==> src/rtl/gpio_pkg.sv <==
package gpio_pkg;

  localparam int ADDR_W = 5;
  localparam int DATA_W = 16;
  localparam int NBANK  = 4;
  localparam int PADW   = NBANK * DATA_W;

  typedef enum logic [1:0] {
    DIR_REG       = 2'd0,
    DIR_FIXED_OUT = 2'd1,
    DIR_IN_DATA   = 2'd2
  } dir_mode_e;

  function automatic int bank_width(input int npins, input int b);
    int w;
    w = npins - b * DATA_W;
    if (w < 0) w = 0;
    if (w > DATA_W) w = DATA_W;
    return w;
  endfunction

  function automatic dir_mode_e bank_mode(input int b, input bit sep);
    if (b < 2 || sep) return DIR_REG;
    if (b == 2) return DIR_FIXED_OUT;
    return DIR_IN_DATA;
  endfunction

  function automatic logic [ADDR_W-1:0] data_addr(input int b);
    case (b)
      0: return 5'h04;
      1: return 5'h06;
      2: return 5'h1C;
      default: return 5'h1E;
    endcase
  endfunction

  function automatic logic [ADDR_W-1:0] dir_addr(input int b);
    return 5'(2 * ((b < 2) ? b : b + 2));
  endfunction

endpackage

==> src/rtl/gpio_sync.sv <==
module gpio_sync #(
  parameter int WIDTH  = 64,
  parameter int STAGES = 2
) (
  input  logic             clk,
  input  logic             rst_n,
  input  logic [WIDTH-1:0] d_in,
  output logic [WIDTH-1:0] d_out
);
  logic [WIDTH-1:0] stage_q [STAGES];

  generate
    for (genvar s = 0; s < STAGES; s++) begin : g_stage
      if (s == 0) begin : g_first
        always_ff @(posedge clk) begin
          if (!rst_n) stage_q[0] <= '0;
          else        stage_q[0] <= d_in;
        end
      end else begin : g_next
        always_ff @(posedge clk) begin
          if (!rst_n) stage_q[s] <= '0;
          else        stage_q[s] <= stage_q[s-1];
        end
      end
    end
  endgenerate

  assign d_out = stage_q[STAGES-1];
endmodule

==> src/rtl/gpio_bank.sv <==
module gpio_bank
  import gpio_pkg::*;
#(
  parameter int        W    = 16,
  parameter dir_mode_e MODE = DIR_REG
) (
  input  logic              clk,
  input  logic              rst_n,
  input  logic              dat_we,
  input  logic              dir_we,
  input  logic [DATA_W-1:0] wdata,
  input  logic [DATA_W-1:0] pad_sync,
  output logic [DATA_W-1:0] out_o,
  output logic [DATA_W-1:0] oe_o,
  output logic [DATA_W-1:0] dat_rd,
  output logic [DATA_W-1:0] dir_rd
);
  localparam logic [DATA_W-1:0] MASK = DATA_W'((33'd1 << W) - 33'd1);

  logic [DATA_W-1:0] out_q;
  logic [DATA_W-1:0] dir_q;
  logic [DATA_W-1:0] dir_in_data;

  assign dir_in_data = (wdata >> 8) & MASK;

  always_ff @(posedge clk) begin
    if (!rst_n) begin
      out_q <= '0;
      dir_q <= '0;
    end else begin
      if (dat_we) out_q <= wdata & MASK;
      if (MODE == DIR_REG && dir_we)           dir_q <= wdata & MASK;
      else if (MODE == DIR_IN_DATA && dat_we) dir_q <= dir_in_data;
    end
  end

  assign out_o  = out_q;
  assign oe_o   = (MODE == DIR_FIXED_OUT) ? MASK : dir_q;
  assign dir_rd = dir_q;

  always_comb begin
    dat_rd = ((oe_o & out_q) | (~oe_o & pad_sync)) & MASK;
    if (MODE == DIR_IN_DATA) dat_rd = dat_rd | (dir_q << 8);
  end


  latch_hold_chk: assert property (@(posedge clk) disable iff (!rst_n)
    !dat_we |=> $stable(out_o));


  dir_hold_chk: assert property (@(posedge clk) disable iff (!rst_n)
    (!dir_we && !dat_we) |=> $stable(oe_o));
endmodule

==> src/rtl/gpio_port.sv <==
module gpio_port
  import gpio_pkg::*;
#(
  parameter int NUM_PINS    = 50,
  parameter bit SEPARATE_OE = 1'b0,
  parameter int SYNC_STAGES = 2
) (
  input  logic                clk,
  input  logic                rst_n,
  input  logic                req_valid,
  input  logic                req_write,
  input  logic [ADDR_W-1:0]   req_addr,
  input  logic [DATA_W-1:0]   req_wdata,
  output logic                rsp_valid,
  output logic [DATA_W-1:0]   rsp_data,
  input  logic [NUM_PINS-1:0] pin_in,
  output logic [NUM_PINS-1:0] pin_out,
  output logic [NUM_PINS-1:0] pin_oe
);
  logic [PADW-1:0]   pad_raw;
  logic [PADW-1:0]   pad_sync;
  logic [PADW-1:0]   out_all;
  logic [PADW-1:0]   oe_all;
  logic [DATA_W-1:0] dat_rd [NBANK];
  logic [DATA_W-1:0] dir_rd [NBANK];
  logic [NBANK-1:0]  dat_we;
  logic [NBANK-1:0]  dir_we;
  logic [DATA_W-1:0] rd_mux;
  logic              addr_hit;
  logic              wr_req;
  logic              rd_req;

  assign wr_req  = req_valid && req_write;
  assign rd_req  = req_valid && !req_write;
  assign pad_raw = PADW'(pin_in);

  gpio_sync #(.WIDTH(PADW), .STAGES(SYNC_STAGES)) u_sync (
    .clk   (clk),
    .rst_n (rst_n),
    .d_in  (pad_raw),
    .d_out (pad_sync)
  );

  generate
    for (genvar b = 0; b < NBANK; b++) begin : g_bank
      localparam int        BW = bank_width(NUM_PINS, b);
      localparam dir_mode_e BM = bank_mode(b, SEPARATE_OE);

      assign dat_we[b] = wr_req && (req_addr == data_addr(b));
      assign dir_we[b] = wr_req && (BM == DIR_REG) && (req_addr == dir_addr(b));

      gpio_bank #(.W(BW), .MODE(BM)) u_bank (
        .clk      (clk),
        .rst_n    (rst_n),
        .dat_we   (dat_we[b]),
        .dir_we   (dir_we[b]),
        .wdata    (req_wdata),
        .pad_sync (pad_sync[b*DATA_W +: DATA_W]),
        .out_o    (out_all[b*DATA_W +: DATA_W]),
        .oe_o     (oe_all[b*DATA_W +: DATA_W]),
        .dat_rd   (dat_rd[b]),
        .dir_rd   (dir_rd[b])
      );
    end
  endgenerate

  always_comb begin
    rd_mux   = '0;
    addr_hit = 1'b0;
    for (int b = 0; b < NBANK; b++) begin
      if (req_addr == data_addr(b)) begin
        rd_mux   = dat_rd[b];
        addr_hit = 1'b1;
      end
      if (bank_mode(b, SEPARATE_OE) == DIR_REG && req_addr == dir_addr(b)) begin
        rd_mux   = dir_rd[b];
        addr_hit = 1'b1;
      end
    end
  end

  always_ff @(posedge clk) begin
    if (!rst_n) begin
      rsp_valid <= 1'b0;
      rsp_data  <= '0;
    end else begin
      rsp_valid <= rd_req;
      rsp_data  <= rd_req ? rd_mux : '0;
    end
  end

  assign pin_out = out_all[NUM_PINS-1:0];
  assign pin_oe  = oe_all[NUM_PINS-1:0];


  rsp_after_read_chk: assert property (@(posedge clk) disable iff (!rst_n)
    rd_req |=> rsp_valid);


  no_rsp_without_read_chk: assert property (@(posedge clk) disable iff (!rst_n)
    !rd_req |=> !rsp_valid);


  unmapped_zero_chk: assert property (@(posedge clk) disable iff (!rst_n)
    (rd_req && !addr_hit) |=> (rsp_data == '0));
endmodule

==> config.mk <==
export PLATFORM = sky130hd
export DESIGN_NAME = gpio_port
export DESIGN_NICKNAME = d
export VERILOG_FILES = /design/src/rtl/gpio_pkg.sv /design/src/rtl/gpio_sync.sv /design/src/rtl/gpio_bank.sv /design/src/rtl/gpio_port.sv
export SDC_FILE = /design/constraint.sdc
export NUM_CORES = 1
export LEC_CHECK = 0
export ABC_AREA = 1
export BUFFER_PORTS_ARGS = -buffer_cell sky130_fd_sc_hd__buf_2
export CAP_MARGIN = 20
export CELL_PAD_IN_SITES_DETAIL_PLACEMENT = 1
export CELL_PAD_IN_SITES_GLOBAL_PLACEMENT = 2
export CORE_MARGIN = 5
export CORE_UTILIZATION = 29
export CTS_BUF_LIST = sky130_fd_sc_hd__clkbuf_2
export DETAILED_ROUTE_END_ITERATION = 8
export GPL_TIMING_DRIVEN = 0
export PLACE_DENSITY_LB_ADDON = 0.1
export SLEW_MARGIN = 40
export SYNTH_ARGS = -nofsm -noshare
export SYNTH_HDL_FRONTEND = slang
export SYNTH_HIERARCHICAL = 1
export SYNTH_SLANG_ARGS = --single-unit
export TNS_END_PERCENT = 30
==> constraint.sdc <==
create_clock -name clk -period 1.3 [get_ports clk]
set_input_delay 0.065 -clock clk [delete_from_list [all_inputs] [get_ports clk]]
set_output_delay 0.065 -clock clk [all_outputs]
set_load 0.01 [all_outputs]
==> flow_summary.yaml, run 1 <==
status:
  status: "complete, but fails checks"
  violations: "hold timing, setup timing"
place:
  gp_congestion: 0.819
  dp.cells: 1646
  hpwl_um: 21400
  port_buffers: 159
cells_and_area:
  final_cell_mix: "nand2_1 (352), nor2_1 (189), inv_1 (167)"
  final_common_cell: "nand2_1"
  final_cells: 1830
  layout-drive-gt1-share_pct: 30.4
  area_delta_synth_final_pct: 51.3
  utilization_pct: 44.2
  num-nets-final: 1551
job:
  drv_cap: 0
power:
  p_switching_w: 0.00297
  p_clk_share_pct: 30.9
  max-vdd-ir-drop_uv: 420
  power_w: 0.00949
  pwr-share-seq_pct: 55.8
  power_density_nw_per_um2: 806
  internal-power_w: 0.00652
  switching_share_pct: 31.3
  p_leak_nw: 5.90
  pwr-share-comb_pct: 13.3
global_route:
  grt_util_all_layers_pct: 19.9
  grt_antenna_before_repair: 1
  grt_max_degree: 19
  grt_remaining_overflow: 0
  grt_pass1_wl_um: 46000
  grt_pass1_vias: 7837
sta:
  finalSetupViolations: 109
  clock.fmax_ghz: 0.608
  rsz0062_at_grt: "yes"
  worst_pin_slew_ns: 0.596
  fin_crit_sh_pct: 127
  relSlewSlack_pct: 60.3
  holdWs_ns: -0.111
  setup-tns-final_ns: -8.74
  finalWorstSetupSlack_ns: -0.346
  skew_ns: 0.0490
  period_needed_ns: 1.65
  slew_violations: 0
  hold_violations: 16
clock_tree:
  root_buffer: "clkbuf_2"
  numCtsBuffers: 17
  htreeDepth: 4
  cts.path.max_buffers: 2
  insertion_delay_ns: 0.78
  tritoncts: "yes"
  clk_pin_slew_worst_paths_ns: 0.32
  cts.sinks: 169
route:
  dr.pass1.iters: 4
  wl_per_cell_um: 16.5
  antenna_left: 0
  via_count: 7610
  vias_per_cell: 4.16
  finalWirelength_um: 30200
  drt_iter0_drc: 330
  drc: 0
synth:
  synthCells: 1120
  syn_area_um2: 7780
  syn_area_per_cell_um2: 6.95
  yosys_warnings: 6
floorplanning:
  num_rows: 60
  die_h_um: 174
  pin_count: 192
  coreArea_um2: 26700
  die_w_um: 174
  die_area_um2: 30200
  initial_utilization_pct: 29.2
critical_path:
  cp_common_cell: "dlygate4sd3_1"
  slowest_delay_ns: 0.82
  cp.required_ns: 2.03
  crit_path_cell_trace: "buf_2, dlygate4sd3_1, clkbuf_2, dlygate4sd3_1, nand2_1, nor2_1"
  slowest_stage: "dlygate4sd3_1"
  cp.arrival_ns: 2.38
  startpoint_type: "input pin"
  critPathCaptureType: "register"
  path_class: "input pin to register"
  timing.critical_path.fanout_max: 14
min_path:
  hold_class: "input pin to register"
[through the flow]
stage / area (um2) / worst slack (ns)
after CTS: 11500 / -0.292
after floorplan: 7880 / 0.0312
after detailed placement: 9110 / -0.549
after global placement: 9100 / -0.553
after global routing: 11800 / -0.337
final: 11800 / -0.346
[path summary, 6_finish.rpt]
path	from	endpoint	slack, ns	depth (start not counted)
worst max-delay path	rst_n	g_bank[2].u_bank/dat_rd[15]$_SDFFE_PN0P_	-0.35	6
worst min-delay path	req_addr[4]	g_bank[2].u_bank/dat_rd[0]$_SDFFE_PN0P_	-0.11	6
worst max register to register	g_bank[0].u_bank/dir_rd[12]$_SDFFE_PN0P_	rsp_data[12]$_SDFF_PN0_	-0.09	7
worst min register to register	u_sync/stage_q[0][48]$_SDFF_PN0_	u_sync/stage_q[1][48]$_SDFF_PN0_	0.43	2
[layout make-up]
cell class	instances	area [um2]
fillers	3343	14900
flip-flops and latches	169	3580
repair buffers	346	3100
multi-input cells	682	2930
plain buffers	89	848
inverters	171	643
well taps	341	427
clock inverters	14	155
clock buffers	17	85.1
diodes	1	2.50
[state kept, by name, indices dropped and copies added (netlist names)]
name                  count
rsp_data                 16
g_bank.u_bank/out_o      34
u_sync/stage_q           68
rsp_valid                 1
g_bank.u_bank/dir_rd     34
g_bank.u_bank/dat_rd     16
[critical path, delay by kind of cell]
family / cells / cell delay (ns)
simple gates: 2 / 0.19
buf+inv: 4 / 2.11
[power by group through the flow]
| stage | clock (W) | combinational (W) | sequential [W] |
|---|---|---|---|
| 4_1_cts | 0.00309 | 0.00122 | 0.00532 |
| 2_1_floorplan | 0 | 0.000528 | 0.00545 |
| 3_5_place_dp | 0 | 0.000866 | 0.00547 |
| 6_report | 0.00293 | 0.00126 | 0.00530 |
| 3_3_place_gp | 0 | 0.000859 | 0.00546 |
| 5_1_grt | 0.00326 | 0.00139 | 0.00532 |
[layer usage]
metal / up-vias / share of wire [%] / GRT usage (%)
li1: 3901 / - / -
met5: - / 0 / 0
met4: 0 / 0.78 / 3.83
met3: 10 / 4.6 / 3.53
met1: 3543 / 45 / 26.1
met2: 156 / 49 / 34.7
[repair_timing]
item / in CTS / in global routing
endpoints found under the hold margin: 153 / 25
gates cloned: 0 / 0
gates resized for setup: 223 / 60
setup endpoints to repair: 109 / 190
hold buffers: 140 / 6
setup buffers: 32 / 10
pin swaps: 4 / 2
(Power assumes the default switching activity.)
==> inputs of run 2 (changes only) <==
- TNS_END_PERCENT: 30 -> 10
==> flow_summary.yaml, run 2 (synthesized netlist as in run 1, its figures left out) <==
sta:
  holdWs_ns: -0.112
  worst_pin_slew_ns: 0.573
  rsz0062_at_grt: "yes"
  hold_violations: 16
  slew_violations: 0
  fin_crit_sh_pct: 129
  skew_ns: 0.0520
  setup-tns-final_ns: -12.24
  relSlewSlack_pct: 61.8
  finalSetupViolations: 109
  finalWorstSetupSlack_ns: -0.374
  clock.fmax_ghz: 0.597
  period_needed_ns: 1.67
power:
  switching_share_pct: 31.2
  pwr-share-comb_pct: 13.2
  p_clk_share_pct: 30.8
  internal-power_w: 0.00652
  p_switching_w: 0.00295
  power_density_nw_per_um2: 819
  max-vdd-ir-drop_uv: 412
  p_leak_nw: 5.90
  pwr-share-seq_pct: 56.0
floorplanning:
  coreArea_um2: 26700
  initial_utilization_pct: 29.2
  die_h_um: 174
  num_rows: 60
  die_area_um2: 30200
  pin_count: 192
  die_w_um: 174
status:
  status: "complete, but fails checks"
  violations: "hold timing, setup timing"
cells_and_area:
  final_cell_mix: "nand2_1 (355), nor2_1 (191), inv_1 (167)"
  area_delta_synth_final_pct: 48.8
  num-nets-final: 1555
  fin_area_um2: 11600
  final_cells: 1835
  num-fill-cells: 3383
  layout-drive-gt1-share_pct: 29.9
  largest_register_ffs: 68
  utilization_pct: 43.4
  top_register: "u_sync/stage_q"
  final_common_cell: "nand2_1"
clock_tree:
  htreeDepth: 4
  numCtsBuffers: 17
  tritoncts: "yes"
  clk_pin_slew_worst_paths_ns: 0.32
  cts.sinks: 169
  insertion_delay_ns: 0.78
  cts.path.max_buffers: 2
  root_buffer: "clkbuf_2"
critical_path:
  cp.required_ns: 2.03
  critPathCaptureType: "register"
  cp.arrival_ns: 2.40
  timing.critical_path.fanout_max: 14
  path_class: "input pin to register"
  startpoint_type: "input pin"
route:
  dr.pass1.iters: 4
  wl_per_cell_um: 16.3
  via_count: 7618
  vias_per_cell: 4.15
  finalWirelength_um: 29800
  antenna_left: 0
  drt_iter0_drc: 302
  drc: 0
global_route:
  grt_antenna_before_repair: 1
  grt_pass1_vias: 7765
  grt_util_all_layers_pct: 19.5
  grt_remaining_overflow: 0
  grt_max_degree: 19
  grt_pass1_wl_um: 45300
job:
  drv_cap: 0
place:
  placed_area_um2: 9110
  hpwl_um: 21400
  port_buffers: 159
  dp.cells: 1646
  gp_congestion: 0.819
min_path:
  hold_class: "input pin to register"
==> run 2: changes by cell type in the layout (fill, tap and decap cells not counted), sizes merged <==
cell	previous run	this run
buf	287	290
clkbuf	20	21
diode	1	2
==> run 2: layout make-up <==
cell class | instances | area, um2 | share of cell area (%)
diodes | 2 | 5.00 | 0.0432
plain buffers | 114 | 1030 | 8.87
clock buffers | 17 | 85.1 | 0.735
clock inverters | 14 | 155 | 1.34
inverters | 171 | 643 | 5.56
multi-input cells | 682 | 2890 | 25.0
flip-flops and latches | 169 | 3570 | 30.9
well taps | 341 | 427 | 3.69
repair buffers | 325 | 2770 | 23.9
==> run 2: worst paths after layout <==
kind	from	cells past startpoint	slack, ns	to
worst max-delay path	rst_n	6	-0.37	g_bank[2].u_bank/dat_rd[15]$_SDFFE_PN0P_
worst min-delay path	req_addr[4]	6	-0.11	g_bank[2].u_bank/dat_rd[9]$_SDFFE_PN0P_
worst max register to register	g_bank[0].u_bank/dir_rd[12]$_SDFFE_PN0P_	7	-0.09	rsp_data[12]$_SDFF_PN0_
worst min register to register	u_sync/stage_q[0][28]$_SDFF_PN0_	2	0.42	u_sync/stage_q[1][28]$_SDFF_PN0_
==> run 2: routing by layer <==
| layer | global-route usage [%] | part of all wire, % | vias to the layer above |
|---|---|---|---|
| met5 | 0 | 0 | - |
| met4 | 3.79 | 0.91 | 0 |
| met3 | 3.69 | 4.8 | 14 |
| met2 | 33.7 | 49 | 159 |
| met1 | 25.6 | 46 | 3542 |
| li1 | - | - | 3903 |
==> run 2: power groups by stage <==
| stage | registers (W) | clock network, W | logic, W |
|---|---|---|---|
| after floorplan | 0.00545 | 0 | 0.000528 |
| after global placement | 0.00546 | 0 | 0.000859 |
| after detailed placement | 0.00547 | 0 | 0.000866 |
| after CTS | 0.00534 | 0.00309 | 0.00120 |
| after global routing | 0.00533 | 0.00326 | 0.00138 |
| final | 0.00531 | 0.00292 | 0.00125 |
==> run 2: through the flow <==
step / worst slack [ns] / hold slack (ns) / power (W)
after floorplan: 0.0312 / 0.163 / 0.00598
after global placement: -0.553 / 0.249 / 0.00632
after detailed placement: -0.549 / 0.252 / 0.00633
after CTS: -0.292 / -0.293 / 0.00964
after global routing: -0.334 / -0.182 / 0.00996
final: -0.374 / -0.112 / 0.00948
==> run 2: worst max-delay path, stage by stage <==
cell and delay, ns:
buf_2 0.41, dlygate4sd3_1 0.82, clkbuf_2 0.17, dlygate4sd3_1 0.72
nand2_1 0.10, nor2_1 0.10
==> run 2: repair_timing <==
item	4_1_cts	5_1_grt
pin swaps	3	3
hold endpoints to repair	153	25
gates resized for setup	174	58
setup buffers	13	8
endpoints found under the setup margin	109	187
hold buffers	140	6
cloned	0	0
